--- config.mk ---
export PLATFORM = sky130hd
export DESIGN_NAME = dma_req_router
export DESIGN_NICKNAME = d
export VERILOG_FILES = /design/src/rtl/dmaroute_pkg.sv /design/src/rtl/dma_req_router_ctrl.sv /design/src/rtl/dma_req_router_dp.sv /design/src/rtl/dma_req_router.sv
export SDC_FILE = /design/constraint.sdc
export NUM_CORES = 1
export LEC_CHECK = 0
export ABC_AREA = 1
export CELL_PAD_IN_SITES_DETAIL_PLACEMENT = 1
export CELL_PAD_IN_SITES_GLOBAL_PLACEMENT = 2
export CORE_AREA = 4 4 228 141
export CTS_CLUSTER_SIZE = 25
export DETAILED_ROUTE_END_ITERATION = 7
export DIE_AREA = 0 0 232 145
export PLACE_DENSITY = 0.82
export SYNTH_ARGS = -nofsm -noshare
export SYNTH_HDL_FRONTEND = slang
export SYNTH_SLANG_ARGS = --single-unit
--- constraint.sdc ---
create_clock -name clk -period 2.2 [get_ports clk]
set_clock_uncertainty 0.2 [all_clocks]
set_input_delay 0.44 -clock clk [delete_from_list [all_inputs] [get_ports clk]]
set_output_delay 0.44 -clock clk [all_outputs]
set_load 0.05 [all_outputs]
--- src/rtl/dmaroute_pkg.sv ---
package dmaroute_pkg;
  localparam int SLOT_W   = 6;
  localparam int NUM_SRC  = 1 << SLOT_W;
  localparam int CFG_W    = 8;
  localparam int ON_BIT   = 7;
  localparam int GATE_BIT = 6;

  // per-channel strobes from control to datapath
  typedef struct packed {
    logic              on;
    logic              gated;
    logic              trigRise;
    logic [SLOT_W-1:0] slot;
  } chanStrobe_t;
endpackage

--- src/rtl/dma_req_router_ctrl.sv ---
module dma_req_router_ctrl
  import dmaroute_pkg::*;
#(
  parameter int NUM_CHAN = 8,
  parameter int NUM_TRIG = 4,
  parameter int ADDR_W   = $clog2(NUM_CHAN)
) (
  input  logic                              clk,
  input  logic                              rstN,
  input  logic                              regWrEn,
  input  logic [ADDR_W-1:0]                 regAddr,
  input  logic [CFG_W-1:0]                  regWrData,
  output logic [CFG_W-1:0]                  regRdData,
  input  logic [NUM_TRIG-1:0]               trigIn,
  output chanStrobe_t [NUM_CHAN-1:0]        strb
);
  logic [NUM_CHAN-1:0]             onQ;
  logic [NUM_CHAN-1:0][SLOT_W-1:0] slotQ;
  logic [NUM_CHAN-1:0]             gatedW;
  logic [NUM_CHAN-1:0]             riseW;
  logic [NUM_TRIG-1:0]             trigPrevQ;

  always_ff @(posedge clk or negedge rstN) begin
    if (!rstN) trigPrevQ <= '0;
    else       trigPrevQ <= trigIn;
  end

  for (genvar c = 0; c < NUM_CHAN; c++) begin : g_chan
    logic wrHit;
    assign wrHit = regWrEn && (regAddr == ADDR_W'(c));

    always_ff @(posedge clk or negedge rstN) begin
      if (!rstN) begin
        onQ[c]   <= 1'b0;
        slotQ[c] <= '0;
      end else if (wrHit) begin
        onQ[c]   <= regWrData[ON_BIT];
        slotQ[c] <= regWrData[SLOT_W-1:0];
      end
    end

    if (c < NUM_TRIG) begin : g_gate
      logic gateQ;
      always_ff @(posedge clk or negedge rstN) begin
        if (!rstN)      gateQ <= 1'b0;
        else if (wrHit) gateQ <= regWrData[GATE_BIT];
      end
      assign gatedW[c] = gateQ;
      assign riseW[c]  = trigIn[c] & ~trigPrevQ[c];
    end else begin : g_plain
      assign gatedW[c] = 1'b0;
      assign riseW[c]  = 1'b0;
    end

    assign strb[c].on       = onQ[c];
    assign strb[c].gated    = gatedW[c];
    assign strb[c].trigRise = riseW[c];
    assign strb[c].slot     = slotQ[c];
  end

  always_comb begin
    regRdData = '0;
    for (int c = 0; c < NUM_CHAN; c++) begin
      if (regAddr == ADDR_W'(c)) regRdData = {onQ[c], gatedW[c], slotQ[c]};
    end
  end
endmodule

--- src/rtl/dma_req_router_dp.sv ---
module dma_req_router_dp
  import dmaroute_pkg::*;
#(
  parameter int NUM_CHAN = 8
) (
  input  logic                       clk,
  input  logic                       rstN,
  input  chanStrobe_t [NUM_CHAN-1:0] strb,
  input  logic [NUM_SRC-1:0]         srcReq,
  input  logic [NUM_CHAN-1:0]        chanAck,
  output logic [NUM_CHAN-1:0]        chanReq
);
  for (genvar c = 0; c < NUM_CHAN; c++) begin : g_chan
    logic srcSel, armedQ, reqQ;
    assign srcSel = (strb[c].slot != '0) && srcReq[strb[c].slot];

    always_ff @(posedge clk or negedge rstN) begin
      if (!rstN) begin
        armedQ <= 1'b0;
        reqQ   <= 1'b0;
      end else if (!strb[c].on || !strb[c].gated) begin
        armedQ <= 1'b0;
        reqQ   <= strb[c].on & srcSel;
      end else begin
        armedQ <= strb[c].trigRise | (armedQ & ~(chanAck[c] & reqQ));
        reqQ   <= armedQ & ~chanAck[c] & srcSel;
      end
    end
    assign chanReq[c] = reqQ;
  end
endmodule

--- src/rtl/dma_req_router.sv ---
module dma_req_router
  import dmaroute_pkg::*;
#(
  parameter int NUM_CHAN = 8,
  parameter int NUM_TRIG = 4,
  parameter int ADDR_W   = $clog2(NUM_CHAN)
) (
  input  logic                clk,
  input  logic                rstN,
  input  logic                regWrEn,
  input  logic [ADDR_W-1:0]   regAddr,
  input  logic [CFG_W-1:0]    regWrData,
  output logic [CFG_W-1:0]    regRdData,
  input  logic [NUM_SRC-1:0]  srcReq,
  input  logic [NUM_TRIG-1:0] trigIn,
  input  logic [NUM_CHAN-1:0] chanAck,
  output logic [NUM_CHAN-1:0] chanReq
);
  chanStrobe_t [NUM_CHAN-1:0] strb;

  dma_req_router_ctrl #(.NUM_CHAN(NUM_CHAN), .NUM_TRIG(NUM_TRIG), .ADDR_W(ADDR_W)) u_ctrl (
    .clk(clk), .rstN(rstN), .regWrEn(regWrEn), .regAddr(regAddr),
    .regWrData(regWrData), .regRdData(regRdData), .trigIn(trigIn), .strb(strb)
  );

  dma_req_router_dp #(.NUM_CHAN(NUM_CHAN)) u_dp (
    .clk(clk), .rstN(rstN), .strb(strb), .srcReq(srcReq),
    .chanAck(chanAck), .chanReq(chanReq)
  );
endmodule

; ---- Word level (Yosys, flattened, before mapping)
; Cells that the tools add are included.
[totals]
register_bits = 76
in_bits = 90
out_inout_bits = 16
wordCells = 161
[classes]
n_lt_le_gt_ge = 8
eq_ne = 7
mux = 32
bitwise = 44
n_reduce_logical = 37
[op_table]
columns = operator, n
row1 = 8-bit two-way mux, 8
row2 = "6-bit by 7-bit < comparator with 1-bit output, second input constant", 8
row3 = 1-bit binary-select mux with 6-bit select, 8
row4 = 6-bit nonzero test, 8
row5 = 1-bit bitwise AND, 28
row6 = 1-bit logical AND, 16
row7 = 1-bit two-way mux, 16
row8 = "3-bit == test, second input constant", 4
row9 = 1-bit NOT, 12
row10 = 1-bit zero test, 8
row11 = "3-bit by 2-bit == test with 1-bit output, second input constant", 2
row12 = 1-bit logical OR, 4
row13 = 1-bit bitwise OR, 4
row14 = "3-bit by 1-bit == test with 1-bit output, second input constant", 1
row15 = 3-bit zero test, 1

; ---- Logic depth before layout (Yosys ltp)
[logic_depth]
depth_word = 9
ltp_mapped = 13
depth_no_buf = 12

; ---- By module
; Synthesis repeated with hierarchy kept, for this count alone.
[unflattened]
cells_unflattened = 1715
area_unflattened_um2 = 9659.3
[by_module_without_submodules]
columns = mod, instances, cells_each, area_each_um2, seq_area_each_um2
row1 = dma_req_router_dp, 1, 1374, 6640.1, 400.4
row2 = dma_req_router_ctrl, 1, 341, 3019.1, 1601.5

; ---- Worst setup path after synthesis
; No wires, ideal clock.
[synth_timing]
path_type = input -> output
startpoint = input regAddr[0]
endpoint = output regRdData[2]
arrival_ns = 1.535
required_ns = 1.560
path_slack_ns = 0.025
stages = 6
path_buffers = 0
cell_sequence = nand2_1 > nor2_2 > inv_1 > nor2_1 > nor4_1 > nand4_1
[synth_between]
elab_chain_cells = 9
elab_cells_between_ends = 16
cone_classes = eq/ne: 7 / mux: 8 / reduce/logical: 1
[synth_lines]
columns = item, line
row1 = from (decl), dma_req_router.sv:11  ; input logic [ADDR_W-1:0] regAddr,
row2 = 3-bit zero test, dma_req_router_ctrl.sv:64  ; if (regAddr == ADDR_W'(c)) regRdData = {onQ[c], gatedW[c], slotQ[c]};
row3 = 8-bit two-way mux (7 in series), dma_req_router_ctrl.sv:64
row4 = 8-bit two-way mux *, dma_req_router_ctrl.sv:64
row5 = to (decl), dma_req_router.sv:13  ; output logic [CFG_W-1:0] regRdData,
; Mark *: on every way between the ends. The rest lies on a longest branch, timed or not.

; ---- Worst setup path after layout
[layout_timing]
startpoint = register u_ctrl.slotQ (netlist bit u_ctrl.strb[11])
endpoint = output regRdData[2]
[layout_between]
elab_chain_cells = 7
[layout_lines]
columns = item, line
row1 = from (decl), dma_req_router_ctrl.sv:18  ; logic [NUM_CHAN-1:0][SLOT_W-1:0] slotQ;
row2 = "from (signal, indexed assignment)", dma_req_router_ctrl.sv:38  ; slotQ[c] <= regWrData[SLOT_W-1:0];
row3 = 8-bit two-way mux (7 in series), dma_req_router_ctrl.sv:64
; No other way between the ends.

==> summary.txt <==
worst path cell trace -> inv_2 -> o22ai_4 -> nor4_2 -> nand4_1 -> buf_6
CTS H-tree lvls -> 3
Final Cell Area -> 0.0118 mm2
R2R Setup Slk -> 0.04 ns
Critical Path Start Type -> flip-flop
FF+latch area -> 0.00191 mm2
fillers -> 3,960
die area -> 0.0336 mm2
DR vias -> 11,900
largest vdd supply drop -> 0.000451 V
Max Cap Viol -> 0
DRT iter0 DRCs -> 1,241
Die Ht -> 145 um
Core Region -> 0.0298 mm2
number of synthesized flops with an enable pin -> 0
Routed Antenna Nets -> 0
final-report hold violation count -> 0
Inst Count DP -> 2,097
Syn Nets -> 1,614
Post-synth top flop -> dfrtp_1
biggest fanout along the worst timing path -> 3
Leak Pwr -> 0.00545 uW
Slew Limit Fails -> 0
DR DRC count -> 0
worst r2r src -> u_ctrl.strb[11]$_DFFE_PN0P_
CP bufs+invs -> 2
Clock Path Buffers -> 2
nets -> 1,812
Arr. time, crit path -> 1.62 ns
RSZ-0062 raised after global routing -> yes
dpl ws -> -0.663 ns
Setup CP Type -> flip-flop to output pin
std cell rows -> 49
register bit total from synthesis -> 76
Root Buffer -> clkbuf_16
Synth Area in XOR/XNOR -> 0%
Synth cell types -> 29
Power Internal -> 4250 uW
Async SR Flop Fraction -> 100%
setup violators final -> 3
TritonCTS clock tree -> done
fin util -> 39.6%
pin count of the biggest net entering global routing -> 56
gp weighted congestion -> 0.977
Slew HR -> 62.9%
worst setup path startpoint -> u_ctrl.strb[11]$_DFFE_PN0P_
NetSw -> 4300 uW
Cell Pwr Density -> 723 mW/mm2
TritonCTS Buffers -> 9
final WL -> 50,600 um
vias in the first global route -> 11,600
worst-skew pair later-pin latency -> 0.36 ns
Syn Area/Cell -> 5.64 um2
Compound-Gate Fraction of Synth Area -> 25.1%
mux share of post-synthesis cell area -> 0%
area of the multi-input gates -> 0.00573 mm2
sw frac -> 50.3%
Worst Setup Slack, final -> -0.0623 ns
Cell Area, Placed -> 0.0111 mm2
Post-Layout Cell Count -> 2,136
Adder-Cell Fraction of Synth Area -> 0%
Flop pwr share -> 23.6%
Worst Tran Pin Value -> 0.559 ns
first-pass GRT wire length -> 74,600 um
Crit path max-delay family -> simple AND/OR/NAND/NOR gates
HPWL after detailed placement -> 40,000 um
simple-gate share of the synthesized area -> 39.6%
total track usage -> 29.3%
initial core utilization -> 28.8%
clock share of power -> 16.5%
vias per inst -> 5.56
Area Overhead vs Synth -> 37.5%
fmax -> 442 MHz
Comb power frac -> 59.9%
Yosys warning count -> 0
max incr delay on CP -> 0.40 ns
WL per Instance -> 23.7 um
status -> complete, but fails checks
Pre-antenna DRT Iters -> 5
PortBufs -> 101
crit path max-delay cell type -> dfrtp_1
CTS sink count -> 76
Hold Startpoint -> u_ctrl.trigPrevQ[1]$_DFF_PN0_
layout cells sized above 1 -> 17.4%
Critical Path End Type -> output pin
synthesized area -> 0.00859 mm2
Overflow after GRT -> 0
Req. time, crit path -> 1.56 ns
I/O pins -> 106
Post-Syn Instances -> 1,524
clock-pin slew of the registers on the worst-case setup and hold paths -> 0.06 ns
violated checks -> negative setup slack
Design Power -> 8540 uW
antenna violations before repair -> 1
Tmin final -> 2.26 ns
Worst Hold Class -> flip-flop to flip-flop
Die Wd -> 232 um
main combinational cell family by area after synthesis -> simple AND/OR/NAND/NOR gates
register area share after synthesis -> 22.1%
fin crit share -> 103%
## registers in the layout, indices dropped and copies added (netlist names)
register and flops:
u_ctrl.strb 56, u_dp.g_chan.reqQ 8, u_ctrl.trigPrevQ 4, u_ctrl.g_chan.g_gate.gateQ 4, u_dp.g_chan.armedQ 4
## placed cells by master, fill, tap and decap left out, drive strengths merged
master / Yosys / layout
nor4: 4 / 4
clkdlybuf4s50: 0 / 80
nor3: 2 / 2
a21boi: 3 / 3
nand2: 522 / 522
clkinvlp: 0 / 3
nand4: 12 / 12
o22ai: 5 / 5
a21oi: 122 / 122
dlygate4sd3: 0 / 1
o21ai: 173 / 173
buf: 100 / 212
a41oi: 3 / 3
dlygate4sd2: 0 / 1
o221ai: 1 / 1
clkinv: 0 / 3
diode: 0 / 2
nor2: 100 / 100
and2: 1 / 1
dlymetal6s2s: 0 / 1
inv: 136 / 135
clkbuf: 8 / 10
o2111ai: 1 / 1
dfrtp: 76 / 76
nand3: 178 / 178
o211ai: 77 / 77
## path summary, 6_finish.rpt
check,endpoint,cells after the start
worst max-delay path,regRdData[2],5
worst min-delay path,u_dp.g_chan[1].armedQ$_DFF_PN0_,3
worst max register to register,u_dp.g_chan[1].reqQ$_DFF_PN0_,10
worst min register to register,u_dp.g_chan[1].armedQ$_DFF_PN0_,3
max in group asynchronous,u_ctrl.strb[45]$_DFFE_PN0P_,3
min in group asynchronous,u_dp.g_chan[6].reqQ$_DFF_PN0_,2
## power by group through the flow
stage	Combinational (uW)	Clock, uW	Sequential (uW)
after floorplan	3070	0	1820
after global placement	4700	0	2020
after detailed placement	4800	0	2030
after CTS	4950	1430	2000
after global routing	5600	1490	2030
final	5120	1410	2020
## synthesized netlist by cell type, types with 8 or more instances
master / instances / share of area, %
nor2_1: 98 / 4.3
a21oi_1: 122 / 7.1
nand3_1: 177 / 10
dfrtp_1: 76 / 22
clkbuf_1: 8 / 0.35
nand2_1: 518 / 23
nand4_1: 12 / 0.87
buf_2: 71 / 4.1
o211ai_1: 77 / 6.7
o21ai_0: 167 / 9.7
buf_4: 23 / 2.0
inv_2: 10 / 0.44
inv_1: 126 / 5.5
## layer usage
layer	up-vias	track usage, %	part of all wire (%)
met5	-	0	0
met4	0	8.45	3.2
met3	93	9.11	10
met2	518	41.2	40
met1	5816	42.8	46
li1	5451	-	-
## worst register-to-register path, cell delays in order (launching register included)
cell,delay [ns]
dfrtp_1,0.40
inv_2,0.12
buf_4,0.12
nand2_1,0.10
nor2_1,0.36
nand2_1,0.14
nand3_1,0.09
nor2_1,0.04
nand2_1,0.09
nand3_1,0.09
a21oi_1,0.29
## through the flow
stage	hold slack, ns	setup TNS, ns
floorplan	-0.0556	0
global placement	0.183	-6.44
detailed placement	0.184	-10.51
CTS	0.300	-0.0695
global route	0.330	-0.395
finish	0.291	-0.121
## cells by family (layout without fill, tap and decap cells)
family                 count (synthesis)  count (layout)
other                                  0               2
AND/OR/NAND/NOR                      819             819
AO/OA/AOI/OAI                        385             385
flip-flops                            76              76
buffers and inverters                244             446
## cell type report
class / count / share of cell area (%)
multi-input cells: 1204 / 48.5
diodes: 2 / 0.0424
clock inverters: 5 / 0.254
repair buffers: 295 / 24.3
inverters: 136 / 4.42
flip-flops and latches: 76 / 16.2
well taps: 408 / 4.32
clock buffers: 10 / 1.94
## timing repair
| action | CTS | global route |
|---|---|---|
| endpoints found under the hold margin | 24 | 0 |
| setup buffers | 11 | 10 |
| endpoints found under the setup margin | 9 | 9 |
| resized for setup | 74 | 31 |
| pin swaps | 16 | 13 |
| hold buffers | 1 | 0 |
(Power assumes the default switching activity.)
